File: src/rtl/dbg_gate_pkg.sv
package dbg_gate_pkg;

  localparam logic [7:0] CMD_RD_REV  = 8'h00;
  localparam logic [7:0] CMD_RSVD    = 8'h01;
  localparam logic [7:0] CMD_RD_STAT = 8'h02;
  localparam logic [7:0] CMD_RD_CNT  = 8'h03;
  localparam logic [7:0] CMD_WR_CTRL = 8'h04;
  localparam logic [7:0] CMD_RD_CTRL = 8'h05;
  localparam logic [7:0] CMD_WR_PC   = 8'h06;
  localparam logic [7:0] CMD_RD_PC   = 8'h07;
  localparam logic [7:0] CMD_WR_REG  = 8'h08;
  localparam logic [7:0] CMD_RD_REG  = 8'h09;

  typedef enum logic [2:0] {
    RD_NONE,
    RD_REV,
    RD_STAT,
    RD_CNT,
    RD_CTRL
  } rdSel_e;

  typedef struct packed {
    logic   accept;
    logic   reject;
    logic   wrCtrl;
    rdSel_e rdSel;
  } gateStrobe_t;

endpackage

File: src/rtl/dbg_cmd_ctrl.sv
module dbg_cmd_ctrl
  import dbg_gate_pkg::*;
#(
  parameter int unsigned ADDR_W = 12,
  parameter int unsigned DATA_W = 16,
  parameter logic [ADDR_W-1:0] FLASH_CTRL_ADDR = '1,
  parameter logic [DATA_W-1:0] MASS_ERASE_VAL = DATA_W'(8'h95)
) (
  input  logic              clk,
  input  logic              rstN,
  input  logic              cmdValid,
  input  logic [7:0]        cmdCode,
  input  logic [ADDR_W-1:0] cmdAddr,
  input  logic [DATA_W-1:0] cmdData,
  input  logic              readProtect,
  input  logic              dbgMode,
  output gateStrobe_t       strobe
);

  logic runSubset;
  logic knownCode;
  logic protBlocked;
  logic allowed;

  always_comb begin
    runSubset = (cmdCode == CMD_RD_REV) || (cmdCode == CMD_RD_STAT) ||
                (cmdCode == CMD_RD_CNT) || (cmdCode == CMD_WR_CTRL);
    knownCode = (cmdCode <= CMD_RD_REG) && (cmdCode != CMD_RSVD);
    protBlocked = (cmdCode == CMD_WR_PC) || (cmdCode == CMD_RD_PC) ||
                  (cmdCode == CMD_RD_REG) ||
                  ((cmdCode == CMD_WR_REG) &&
                   !((cmdAddr == FLASH_CTRL_ADDR) && (cmdData == MASS_ERASE_VAL)));
    allowed = dbgMode ? (knownCode && !(readProtect && protBlocked)) : runSubset;
  end

  always_comb begin
    strobe.accept = cmdValid && allowed;
    strobe.reject = cmdValid && !allowed;
    strobe.wrCtrl = strobe.accept && (cmdCode == CMD_WR_CTRL);
    strobe.rdSel  = RD_NONE;
    if (strobe.accept) begin
      case (cmdCode)
        CMD_RD_REV:  strobe.rdSel = RD_REV;
        CMD_RD_STAT: strobe.rdSel = RD_STAT;
        CMD_RD_CNT:  strobe.rdSel = RD_CNT;
        CMD_RD_CTRL: strobe.rdSel = RD_CTRL;
        default:     strobe.rdSel = RD_NONE;
      endcase
    end
  end

  assert_bad_code_R1: assert property (@(posedge clk) disable iff (!rstN)
    (cmdValid && ((cmdCode == CMD_RSVD) || (cmdCode > CMD_RD_REG))) |-> strobe.reject);

  assert_run_subset_R2: assert property (@(posedge clk) disable iff (!rstN)
    (strobe.accept && !dbgMode) |-> (cmdCode <= CMD_WR_CTRL && cmdCode != CMD_RSVD));

  assert_prot_block_R4: assert property (@(posedge clk) disable iff (!rstN)
    (strobe.accept && dbgMode && readProtect) |->
      !((cmdCode == CMD_WR_PC) || (cmdCode == CMD_RD_PC) || (cmdCode == CMD_RD_REG)));

endmodule

File: src/rtl/dbg_gate_datapath.sv
module dbg_gate_datapath
  import dbg_gate_pkg::*;
#(
  parameter int unsigned DATA_W = 16,
  parameter int unsigned CNT_W = 16,
  parameter logic [DATA_W-1:0] REVISION = DATA_W'(16'h0A01)
) (
  input  logic              clk,
  input  logic              rstN,
  input  gateStrobe_t       strobe,
  input  logic [7:0]        ctrlWrData,
  input  logic              readProtect,
  input  logic              brkEvent,
  output logic              dbgMode,
  output logic              cmdAccept,
  output logic              cmdReject,
  output logic [DATA_W-1:0] rdData
);

  logic [6:0]       ctrlLow;
  logic [CNT_W-1:0] runCnt;
  logic             nextDbg;
  logic             dbgExit;
  logic             cntSat;
  logic [DATA_W-1:0] rdVal;

  always_comb begin
    if (brkEvent)
      nextDbg = 1'b1;
    else if (strobe.wrCtrl)
      nextDbg = (readProtect && dbgMode) ? 1'b1 : ctrlWrData[7];
    else
      nextDbg = dbgMode;
    dbgExit = dbgMode && !nextDbg;
    cntSat  = &runCnt;
  end

  always_comb begin
    case (strobe.rdSel)
      RD_REV:  rdVal = REVISION;
      RD_STAT: rdVal = DATA_W'({cntSat, readProtect, dbgMode});
      RD_CNT:  rdVal = DATA_W'(runCnt);
      RD_CTRL: rdVal = DATA_W'({dbgMode, ctrlLow});
      default: rdVal = rdData;
    endcase
  end

  always_ff @(posedge clk or negedge rstN) begin
    if (!rstN) begin
      dbgMode   <= 1'b0;
      ctrlLow   <= '0;
      runCnt    <= '0;
      cmdAccept <= 1'b0;
      cmdReject <= 1'b0;
      rdData    <= '0;
    end else begin
      dbgMode   <= nextDbg;
      cmdAccept <= strobe.accept;
      cmdReject <= strobe.reject;
      rdData    <= rdVal;
      if (strobe.wrCtrl)
        ctrlLow <= ctrlWrData[6:0];
      if (dbgExit)
        runCnt <= '0;
      else if (!dbgMode && !cntSat)
        runCnt <= runCnt + 1'b1;
    end
  end

  assert_keep_dbg_R5: assert property (@(posedge clk) disable iff (!rstN)
    (readProtect && dbgMode) |=> dbgMode);

  assert_evt_enter_R6: assert property (@(posedge clk) disable iff (!rstN)
    brkEvent |=> dbgMode);

  assert_hold_in_dbg_R7: assert property (@(posedge clk) disable iff (!rstN)
    (dbgMode && nextDbg) |=> $stable(runCnt));

  assert_exit_clear_R8: assert property (@(posedge clk) disable iff (!rstN)
    dbgExit |=> (runCnt == '0));

  assert_no_wrap_R9: assert property (@(posedge clk) disable iff (!rstN)
    (cntSat && !dbgExit) |=> cntSat);

  assert_reject_quiet_R10: assert property (@(posedge clk) disable iff (!rstN)
    (strobe.reject && !brkEvent) |=> ($stable(ctrlLow) && $stable(dbgMode)));

  assert_pulse_excl_R10: assert property (@(posedge clk) disable iff (!rstN)
    !(cmdAccept && cmdReject));

endmodule

File: src/rtl/dbg_cmd_gate.sv
module dbg_cmd_gate
  import dbg_gate_pkg::*;
#(
  parameter int unsigned ADDR_W = 12,
  parameter int unsigned DATA_W = 16,
  parameter int unsigned CNT_W = 16,
  parameter logic [ADDR_W-1:0] FLASH_CTRL_ADDR = '1,
  parameter logic [DATA_W-1:0] MASS_ERASE_VAL = DATA_W'(8'h95),
  parameter logic [DATA_W-1:0] REVISION = DATA_W'(16'h0A01)
) (
  input  logic              clk,
  input  logic              rstN,
  input  logic              cmdValid,
  input  logic [7:0]        cmdCode,
  input  logic [ADDR_W-1:0] cmdAddr,
  input  logic [DATA_W-1:0] cmdData,
  input  logic              readProtect,
  input  logic              brkEvent,
  output logic              cmdAccept,
  output logic              cmdReject,
  output logic [DATA_W-1:0] rdData,
  output logic              dbgMode
);

  gateStrobe_t strobe;

  dbg_cmd_ctrl #(
    .ADDR_W(ADDR_W),
    .DATA_W(DATA_W),
    .FLASH_CTRL_ADDR(FLASH_CTRL_ADDR),
    .MASS_ERASE_VAL(MASS_ERASE_VAL)
  ) uCtrl (
    .clk(clk),
    .rstN(rstN),
    .cmdValid(cmdValid),
    .cmdCode(cmdCode),
    .cmdAddr(cmdAddr),
    .cmdData(cmdData),
    .readProtect(readProtect),
    .dbgMode(dbgMode),
    .strobe(strobe)
  );

  dbg_gate_datapath #(
    .DATA_W(DATA_W),
    .CNT_W(CNT_W),
    .REVISION(REVISION)
  ) uPath (
    .clk(clk),
    .rstN(rstN),
    .strobe(strobe),
    .ctrlWrData(cmdData[7:0]),
    .readProtect(readProtect),
    .brkEvent(brkEvent),
    .dbgMode(dbgMode),
    .cmdAccept(cmdAccept),
    .cmdReject(cmdReject),
    .rdData(rdData)
  );

endmodule

File: config.mk
export PLATFORM = sky130hd
export DESIGN_NAME = dbg_cmd_gate
export DESIGN_NICKNAME = d
export VERILOG_FILES = /design/src/rtl/dbg_gate_pkg.sv /design/src/rtl/dbg_cmd_ctrl.sv /design/src/rtl/dbg_gate_datapath.sv /design/src/rtl/dbg_cmd_gate.sv
export SDC_FILE = /design/constraint.sdc
export NUM_CORES = 1
export LEC_CHECK = 0
export BUFFER_PORTS_ARGS = -buffer_cell sky130_fd_sc_hd__buf_2
export CAP_MARGIN = 10
export CORE_ASPECT_RATIO = 0.8
export CORE_MARGIN = 2
export CORE_UTILIZATION = 40
export DETAILED_ROUTE_END_ITERATION = 6
export PLACE_DENSITY_LB_ADDON = 0.12
export SLEW_MARGIN = 20
export SYNTH_ARGS = -nofsm -noshare
export SYNTH_HDL_FRONTEND = slang
export SYNTH_SLANG_ARGS = --single-unit
File: constraint.sdc
create_clock -name clk -period 6.1 [get_ports clk]
set_clock_uncertainty 0.05 [all_clocks]
set_input_delay 0 -clock clk [delete_from_list [all_inputs] [get_ports clk]]
set_output_delay 0 -clock clk [all_outputs]
set_load 0.01 [all_outputs]
==> summary.txt, run 1 <==
Power and ir drop
  • Seq pwr share: 0.544
  • Internal power: 0.0004101 W
  • Worst vdd ir: 74.88 uV
  • Switching share of power: 0.2659
  • P_sw: 0.0001485 W
  • Power Dens Cells: 199.9 mW/mm^2
  • Combinational Power Share: 0.132
  • Leakage: 1.248 nW
  • Clock power frac: 0.325

STA
  • Final setup TNS: 0 ps
  • Worst Tran Pin Value: a little over 900 ps
  • Fmax: 361.2 MHz
  • Final slew viol count: 0
  • Slew headroom: 0.3920
  • Fin Hold WS: 63.65 ps
  • Crit path time final: 2768 ps
  • RSZ-0062 raised after global routing: false
  • Hold Fails Final Rpt: 0
  • Tcrit/Tclk final: 0.4538
  • Final setup viols: 0

Finish
  • Multi-input gate area: 0.001129 mm^2
  • Post-route cell area: 0.002795 mm^2
  • Nets: 329
  • Share of cells above drive strength 1: 0.2847
  • Final Util: 0.5143
  • Area Overhead vs Synth: 24.18%
  • Most frequent cells in the layout: 59 x buf_2, 42 x dfrtp_1, 17 x o21ai_0
  • Register area: 0.001051 mm^2
  • Finished Layout Cells: 366
  • Ant. Diodes: 0
  • Layout filler cell count: roughly 500
  • Most common cell after layout, fill and taps aside: buf_2

Hold path
  • Hold crit path type: in2reg
  • HP Start: readProtect

CTS
  • Root Driver: clkbuf_8
  • Num CTS Buffers: 5
  • TritonCTS clock tree: done
  • Worst-path clk slew: roughly 80 ps
  • Skew-Pair Late Insertion Delay: 300 ps
  • CTS max path bufs: 2
  • CTS Sinks: 42
  • Max H-tree Level: 2
  • Setup Fix Bufs, Post-CTS: 0

Status
  • Status: finished clean

Setup path
  • CP startpoint kind: input pin
  • WP data arrival: 2900 ps
  • CP Capture Type: flop
  • Reg-to-reg critical path startpoint: uPath.dbgMode
  • Critical Path Fanout Max: 21
  • Critical path's largest stage delay: 780 ps
  • Data required, critical path: 6230 ps
  • Most frequent CP cell: dlygate4sd3_1
  • R2R Setup Slk: around 3700 ps
  • Critical path's slowest cell: nand4_1
  • Crit path kind: in2reg
  • CP startpoint: cmdValid
  • Crit-path cells: dlygate4sd3_1, buf_2, nor2b_1, nand4_1, o21ai_0, o211ai_1, dlygate4sd3_1

Synth
  • Multiplexer share of the synthesized area: 0.08394
  • Syn Area/Cell: between 10 and 15 um^2
  • Adder-cell share of the synthesized area: 0.005559
  • Compound-gate portion of the synthesized area: 0.1757
  • Largest family of logic cells by synthesized area: simple AND/OR/NAND/NOR gates
  • Ys flop type: dfrtp_1
  • FFs w/ async S/R, synth: 1.000
  • Synth Area in Simple Gates: 0.2285
  • Syn Nets: ~260
  • Mapped Area: 0.002251 mm^2
  • Cells after synthesis: 220
  • XOR/XNOR Fraction of Synth Area: 0.007782
  • Flop and latch count out of synthesis: 42
  • Yosys warning count: 0
  • EDFF count, synth: 0
  • Seq/Total Area, Yosys: 0.4669
  • Cell variety after synth: 49

Placement
  • GPL Wtd Cong: 0.8482
  • Port buffer count: slightly below 60
  • Post-DP HPWL: 3914 um
  • Cell Area, Placed: between 0.002 and 0.003 mm^2
  • Placed cell count: about 350

Floorplanning
  • Std-Cell Rows: 24
  • Initial core utilization: 0.4141
  • I/O pin count: 60
  • Core area: 0.005435 mm^2
  • Die area: 0.006247 mm^2
  • Die W: 87.87 um
  • Die H: roughly 71 um

Route
  • Residual DRC count: 0
  • Total Wirelength: 5491 um
  • DRT Pass-1 Iters: 4
  • ANT nets after route: 0
  • Via density: approximately 5.4
  • WL/cell: 15.00 um
  • Vias: roughly 2000
  • Initial DRC count: 87

Run
  • Max cap viols: 0

Global route
  • Pin count of the biggest net entering global routing: 43
  • Antenna violations before repair: 0
  • Total track usage: 0.1860
  • Vias in the first global route: 1814
  • Gr ovfl total: 0
  • Global-route wire length before repair: 9045 um
-- cell families after synthesis --
group,Yosys count
multiplexers,18
buffers and inverters,16
AO/OA/AOI/OAI,57
adder cells (fa/ha/maj),1
AND/OR/NAND/NOR,84
XOR/XNOR,2
flip-flops,42
-- synthesized netlist by cell type (3+ instances only) --
cell type	count	area (um^2)
inv_1	6	22.52
nor2b_1	4	25.02
nor4_1	3	18.77
nand4b_1	4	35.03
buf_2	3	15.01
o21ai_0	17	85.08
clkbuf_1	5	18.77
and2_1	3	18.77
and4_1	3	26.28
nand2_1	13	48.80
mux2i_1	11	110.1
nor3b_1	4	30.03
nand3_1	8	40.04
nand4_1	5	31.28
a221o_1	6	60.06
or4_1	6	45.04
a22o_1	7	61.31
nor2_1	6	22.52
mux2_2	7	78.83
o31ai_1	4	30.03
nand2b_1	3	18.77
a21oi_1	9	45.04
or3_1	4	25.02
and3_1	3	18.77
nor3_1	8	40.04
dfrtp_1	42	1051
-- registers in the layout, indices dropped and copies added, names as in the netlist --
register         flops
uPath.cmdReject      1
uPath.rdData        16
uPath.runCnt        16
uPath.ctrlLow        7
uPath.dbgMode        1
uPath.cmdAccept      1
-- worst max-delay path: cells and delay by family --
kind	cells	cell delay, ps
buffers and inverters	3	1220
AND/OR/NAND/NOR	2	1110
AO/OA/AOI/OAI	2	560
-- layer usage --
metal	track usage	part of all wire
met5	0	0
met4	0.05641	0.010
met3	0.03501	0.052
met2	0.2576	0.42
met1	0.2920	0.51
-- power groups by stage --
stage,logic (W),clock network [W],registers (W)
4_1_cts,0.0000743,0.000187,0.000304
2_1_floorplan,0.0000308,0,0.000311
6_report,0.0000736,0.000181,0.000304
5_1_grt,0.0000834,0.000199,0.000306
3_5_place_dp,0.0000692,0,0.000309
3_3_place_gp,0.0000687,0,0.000309
-- area by class of cell --
type                       count  share of cell area
clock buffer                   5             0.02462
inverter                       6            0.008057
sequential                    42              0.3760
multi-input combinational    162              0.4038
clock inverter                 3            0.007610
timing repair buffer          70              0.1450
tap                           78             0.03491
-- path summary, 6_finish.rpt --
kind	to	depth (start not counted)
max in group asynchronous	uPath.rdData[1]	2
min in group asynchronous	uPath.rdData[13]	2
worst min-delay path	uPath.cmdReject	3
worst max register to register	uPath.rdData[1]	4
worst max-delay path	uPath.dbgMode	7
worst min register to register	uPath.rdData[2]	1
-- timing repair --
| item | in CTS | in global routing |
|---|---|---|
| hold buffers | 11 | 0 |
| resized for setup | 0 | 0 |
| hold endpoints to repair | 52 | 0 |
-- stage by stage --
step / power, W / setup WS [ps]
2_1_floorplan: 0.0003421 / 4041
3_3_place_gp: 0.0003778 / 3710
3_5_place_dp: 0.0003787 / 3595
4_1_cts: 0.0005647 / 3281
5_1_grt: 0.0005887 / 3159
6_report: 0.0005587 / 3332
No activity file was read; power rests on OpenSTA's default activity.
==> run 2: changes to the inputs <==
- clock period: 6.1 -> 2.41 ns (I/O delays scaled with it)
==> run 2 against run 1 <==
Net effect:
- routed wire length down 0.35%
- total power rose to 2.7 times the previous value
- critical endpoint is now uPath.runCnt[12]
- utilization up 1.2 points
==> summary.txt, run 2 (synthesis results as in run 1) <==
Route
  • Vias: 2021
  • ANT nets after route: 0
  • Total Wirelength: 5472 um
  • Top Layer Used: met4
  • Initial DRC count: 85
  • Via density: 5.433
  • WL met1: 2807 um
  • Residual DRC count: 0
  • DRT Pass-1 Iters: 4
  • Wire length on met3: a little over 200 um
  • WL/cell: 14.71 um
  • Metal2 WL: between 2000 and 2500 um

CTS
  • CTS Sinks: 42
  • TritonCTS clock tree: done
  • Setup Fix Bufs, Post-CTS: 0
  • Root Driver: clkbuf_8
  • Worst-path clk slew: roughly 80 ps
  • CTS max path bufs: 2
  • Skew-Pair Late Insertion Delay: approximately 300 ps
  • Max H-tree Level: 2
  • Num CTS Buffers: 5

Floorplanning
  • Die area: 0.006247 mm^2
  • Std-Cell Rows: 24
  • Die W: 87.87 um
  • Initial core utilization: 0.4141
  • Core area: 0.005435 mm^2
  • Die H: slightly above 70 um
  • I/O pin count: 60

Finish
  • Share of cells above drive strength 1: 0.2993
  • Post-route cell area: 0.002863 mm^2
  • Largest regs: uPath.rdData (16), uPath.runCnt (16), uPath.ctrlLow (7)
  • Layout filler cell count: 510
  • Ant. Diodes: 0
  • Most frequent cells in the layout: 59 x buf_2, 42 x dfrtp_1, 17 x o21ai_0
  • Nets: 335
  • Area Overhead vs Synth: 27.18%
  • Most common cell after layout, fill and taps aside: buf_2

Power and ir drop
  • Power Dens Cells: approximately 530 mW/mm^2
  • Switching share of power: 0.2460
  • P_sw: ~0.00037 W
  • Internal power: 0.001146 W
  • Worst vdd ir: 253.2 uV
  • Leakage: 1.292 nW
  • Clock power frac: 0.371
  • Combinational Power Share: 0.124
  • Power Total: approximately 0.0015 W
  • Seq pwr share: 0.505

Placement
  • Post-DP HPWL: 3991 um
  • Port buffer count: 59
  • Cell Area, Placed: about 0.0026 mm^2
  • GPL Wtd Cong: 0.8478

Run
  • Max cap viols: 0

Hold path
  • Hold crit path type: in2reg
  • Hold path cells: 3

STA
  • Final slew viol count: 0
  • Slew headroom: 0.3744
  • Worst Tran Pin Value: around 940 ps
  • Final setup TNS: 0 ps
  • Crit path time final: 2201 ps
  • Final setup viols: 0
  • Hold Fails Final Rpt: 0
  • Tcrit/Tclk final: 0.9134
  • RSZ-0062 raised after global routing: false
  • Fmax: 454.3 MHz

Global route
  • Pin count of the biggest net entering global routing: 43
  • Global-route wire length before repair: 9211 um
  • Gr ovfl total: 0
  • Antenna violations before repair: 0
  • Vias in the first global route: 1831
  • Total track usage: 0.1903

Setup path
  • Critical Path Fanout Max: 7
  • Data required, critical path: 2590 ps
  • CP startpoint kind: flop
  • Crit path kind: reg2reg
  • Worst reg2reg path depth: 5
  • WP data arrival: approximately 2400 ps
  • CP Capture Type: flop

Status
  • Status: finished clean
run 2: per-stage QoR:
stage	hold WS (ps)	setup WS (ps)	instances	util
global route	40.57	87.59	372	0.5267
global placement	146.8	290.8	353	0.4857
detailed placement	143.7	242.7	353	0.4857
floorplan	-345.6	351.4	220	-
finish	19.24	208.6	372	0.5267
CTS	20.14	240.8	372	0.5267
run 2: power groups by stage:
stage	Combinational [W]	Sequential (W)	Clock (W)
2_1_floorplan	0.0000779	0.000788	0
3_3_place_gp	0.000176	0.000781	0
3_5_place_dp	0.000177	0.000782	0
4_1_cts	0.000190	0.000768	0.000585
5_1_grt	0.000213	0.000774	0.000615
6_report	0.000188	0.000767	0.000564
run 2: critical path: stages (launching register included):
cell and delay [ps]:
dfrtp_1 420, ha_1 260, nand2_4 90, or4_1 660, or4_1 500, a21oi_1 150
run 2: final cells by class:
class                   count  area (um^2)  share of cell area
multi-input cells         162         1129              0.3942
flip-flops and latches     42         1051              0.3671
repair buffers             76        450.4              0.1573
well taps                  78        97.59             0.03409
clock buffers               5        68.82             0.02404
clock inverters             3        43.79             0.01530
inverters                   6        22.52            0.007867
run 2: metal layers:
layer  vias to the layer above  GRT usage
li1                        995          -
met1                       979     0.2919
met2                        40     0.2710
met3                         7    0.03851
met4                         0    0.05299
met5                         -          0
run 2: worst paths after layout:
path,startpoint,end,slack [ps]
max,uPath.runCnt[1],uPath.runCnt[12],210
min,readProtect,uPath.cmdReject,20
max reg2reg,uPath.runCnt[1],uPath.runCnt[12],210
min reg2reg,uPath.rdData[15],uPath.rdData[15],450
max in group asynchronous,rstN,uPath.runCnt[2],1400
min in group asynchronous,rstN,uPath.runCnt[13],330
run 2: repair_timing:
item,CTS,global route
hold endpoints to repair,52,0
hold buffers,11,0
gates resized for setup,0,0
==> run 3: changes to the inputs <==
--- a/config.mk
+++ b/config.mk
@@ -11,4 +11,5 @@
 export CORE_MARGIN = 2
 export CORE_UTILIZATION = 40
+export CTS_BUF_LIST = sky130_fd_sc_hd__clkbuf_4 sky130_fd_sc_hd__clkbuf_8 sky130_fd_sc_hd__clkbuf_16
 export DETAILED_ROUTE_END_ITERATION = 6
 export PLACE_DENSITY_LB_ADDON = 0.12
==> constraint.sdc (replaced) <==
create_clock -name clk -period 2.41 [get_ports clk]
set_clock_uncertainty 0.05 [all_clocks]
set_input_delay 0.1205 -clock clk [delete_from_list [all_inputs] [get_ports clk]]
set_output_delay 0.1205 -clock clk [all_outputs]
set_load 0.01 [all_outputs]
==> run 3 against run 2 <==
Net effect:
- cell count fell by 2.2%
- hold slack lost 6.1 ps
- final area fell by 2.6%
- critical endpoint unchanged
- flip-flop and latch count unchanged
- clock power rose by 1%
==> summary.txt, run 3 (synthesis results as in run 1) <==
Setup path
  • Data required, critical path: 2590 ps
  • Critical path's largest stage delay: 650 ps
  • Reg-to-reg critical path startpoint: uPath.runCnt[0]
  • CP Capture Type: flop
  • Critical path's slowest cell: or4_1
  • CP Buf/Inv Count: 0
  • Critical Path Fanout Max: 7
  • CP top delay family: simple AND/OR/NAND/NOR gates
  • CP startpoint: uPath.runCnt[0]
  • WP data arrival: 2370 ps
  • CP startpoint kind: flop
  • Crit-path cells: ha_1, nand2_4, or4_1, or4_1, a21oi_1
  • Crit path kind: reg2reg
  • Most frequent CP cell: or4_1

Power and ir drop
  • Leakage: 1.263 nW
  • Combinational Power Share: 0.119
  • Power Total: 0.001519 W
  • Switching share of power: 0.2501
  • Power Dens Cells: around 540 mW/mm^2
  • Seq pwr share: 0.506
  • Clock power frac: 0.376
  • P_sw: 0.0003798 W
  • Internal power: 0.001139 W
  • Worst vdd ir: 230.4 uV

CTS
  • Num CTS Buffers: 5
  • CTS max path bufs: 2
  • Max H-tree Level: 2
  • Setup Fix Bufs, Post-CTS: 0
  • TritonCTS clock tree: done
  • Root Driver: clkbuf_8
  • Worst-path clk slew: 90 ps
  • Skew-Pair Late Insertion Delay: 300 ps
  • CTS Sinks: 42

Floorplanning
  • Core area: 0.005435 mm^2
  • I/O pin count: 60
  • Die W: 87.87 um
  • Die H: 71.10 um
  • Std-Cell Rows: 24
  • Die area: approximately 0.0062 mm^2
  • Initial core utilization: 0.4141

Route
  • Initial DRC count: 96
  • DRT Pass-1 Iters: 4
  • Vias: 1984
  • Total Wirelength: 5510 um
  • Via density: 5.451
  • ANT nets after route: 0
  • WL/cell: 15.14 um
  • Residual DRC count: 0

STA
  • Post-route setup slack: 215.7 ps
  • Fmax: 455.7 MHz
  • RSZ-0062 raised after global routing: false
  • Worst Tran Pin Value: just over 900 ps
  • Final setup TNS: 0 ps
  • Slew headroom: 0.3828
  • Hold Fails Final Rpt: 0
  • Final setup viols: 0
  • Crit path time final: ~2200 ps
  • Tcrit/Tclk final: 0.9105
  • Fin Hold WS: 13.15 ps
  • Final slew viol count: 0

Global route
  • Pin count of the biggest net entering global routing: 43
  • Antenna violations before repair: 0
  • Total track usage: 0.1929
  • Global-route wire length before repair: 9363 um
  • Vias in the first global route: 1861
  • Gr ovfl total: 0

Finish
  • Multi-input gate area: ~0.0011 mm^2
  • Register area: 0.001051 mm^2
  • Area Overhead vs Synth: 23.85%
  • Ant. Diodes: 0
  • Layout filler cell count: 519
  • Share of cells above drive strength 1: 0.3112
  • Nets: around 330
  • Largest regs: uPath.rdData (16), uPath.runCnt (16), uPath.ctrlLow (7)
  • Most frequent cells in the layout: 59 x buf_2, 42 x dfrtp_1, 17 x o21ai_0
  • Most common cell after layout, fill and taps aside: buf_2
  • Finished Layout Cells: 364

Run
  • Max cap viols: 0

Hold path
  • Hold crit path type: in2reg
  • HP Start: cmdData[1]

Placement
  • GPL Wtd Cong: 0.8171
  • Port buffer count: 59
  • Post-DP HPWL: 4037 um
  • Place WS: 225.3 ps
  • Placed cell count: ~350

Status
  • Status: finished clean
[run 3: layout make-up]
class	count	area share
clock buffers	5	0.02469
clock inverters	3	0.01571
inverters	6	0.008079
multi-input cells	162	0.4066
flip-flops and latches	42	0.3770
well taps	78	0.03501
repair buffers	68	0.1329
[run 3: worst paths after layout]
path,slack [ps],cells after the start,endpoint
setup / recovery,220,5,uPath.runCnt[12]
hold / removal,10,2,uPath.ctrlLow[1]
setup reg to reg,220,5,uPath.runCnt[12]
hold reg to reg,450,1,uPath.rdData[14]
max in group asynchronous,1290,2,uPath.runCnt[2]
min in group asynchronous,450,2,uPath.rdData[13]
[run 3: power groups by stage]
| stage | Combinational [W] | Sequential [W] | Clock, W |
|---|---|---|---|
| after floorplan | 0.0000779 | 0.000788 | 0 |
| after CTS | 0.000182 | 0.000768 | 0.000588 |
| after global routing | 0.000205 | 0.000774 | 0.000619 |
| after global placement | 0.000177 | 0.000782 | 0 |
| after detailed placement | 0.000177 | 0.000782 | 0 |
| final | 0.000180 | 0.000768 | 0.000571 |
[run 3: per-stage QoR]
| stage | utilization | instance area, um^2 |
|---|---|---|
| after floorplan | - | 2251 |
| after global placement | 0.4857 | 2640 |
| after detailed placement | 0.4857 | 2640 |
| after CTS | 0.5120 | 2783 |
| after global routing | 0.5129 | 2788 |
| final | 0.5129 | 2788 |
[run 3: per-layer routing]
| layer | vias up | GRT usage | share of wire |
|---|---|---|---|
| met3 | 4 | 0.03501 | 0.040 |
| li1 | 982 | - | - |
| met5 | - | 0 | 0 |
| met4 | 0 | 0.05128 | 0.0093 |
| met1 | 945 | 0.2954 | 0.51 |
| met2 | 53 | 0.2795 | 0.44 |
[run 3: timing repair]
item,CTS,global route
endpoints found under the hold margin,44,0
hold buffers,3,0
resized for setup,0,1
setup endpoints to repair,0,6
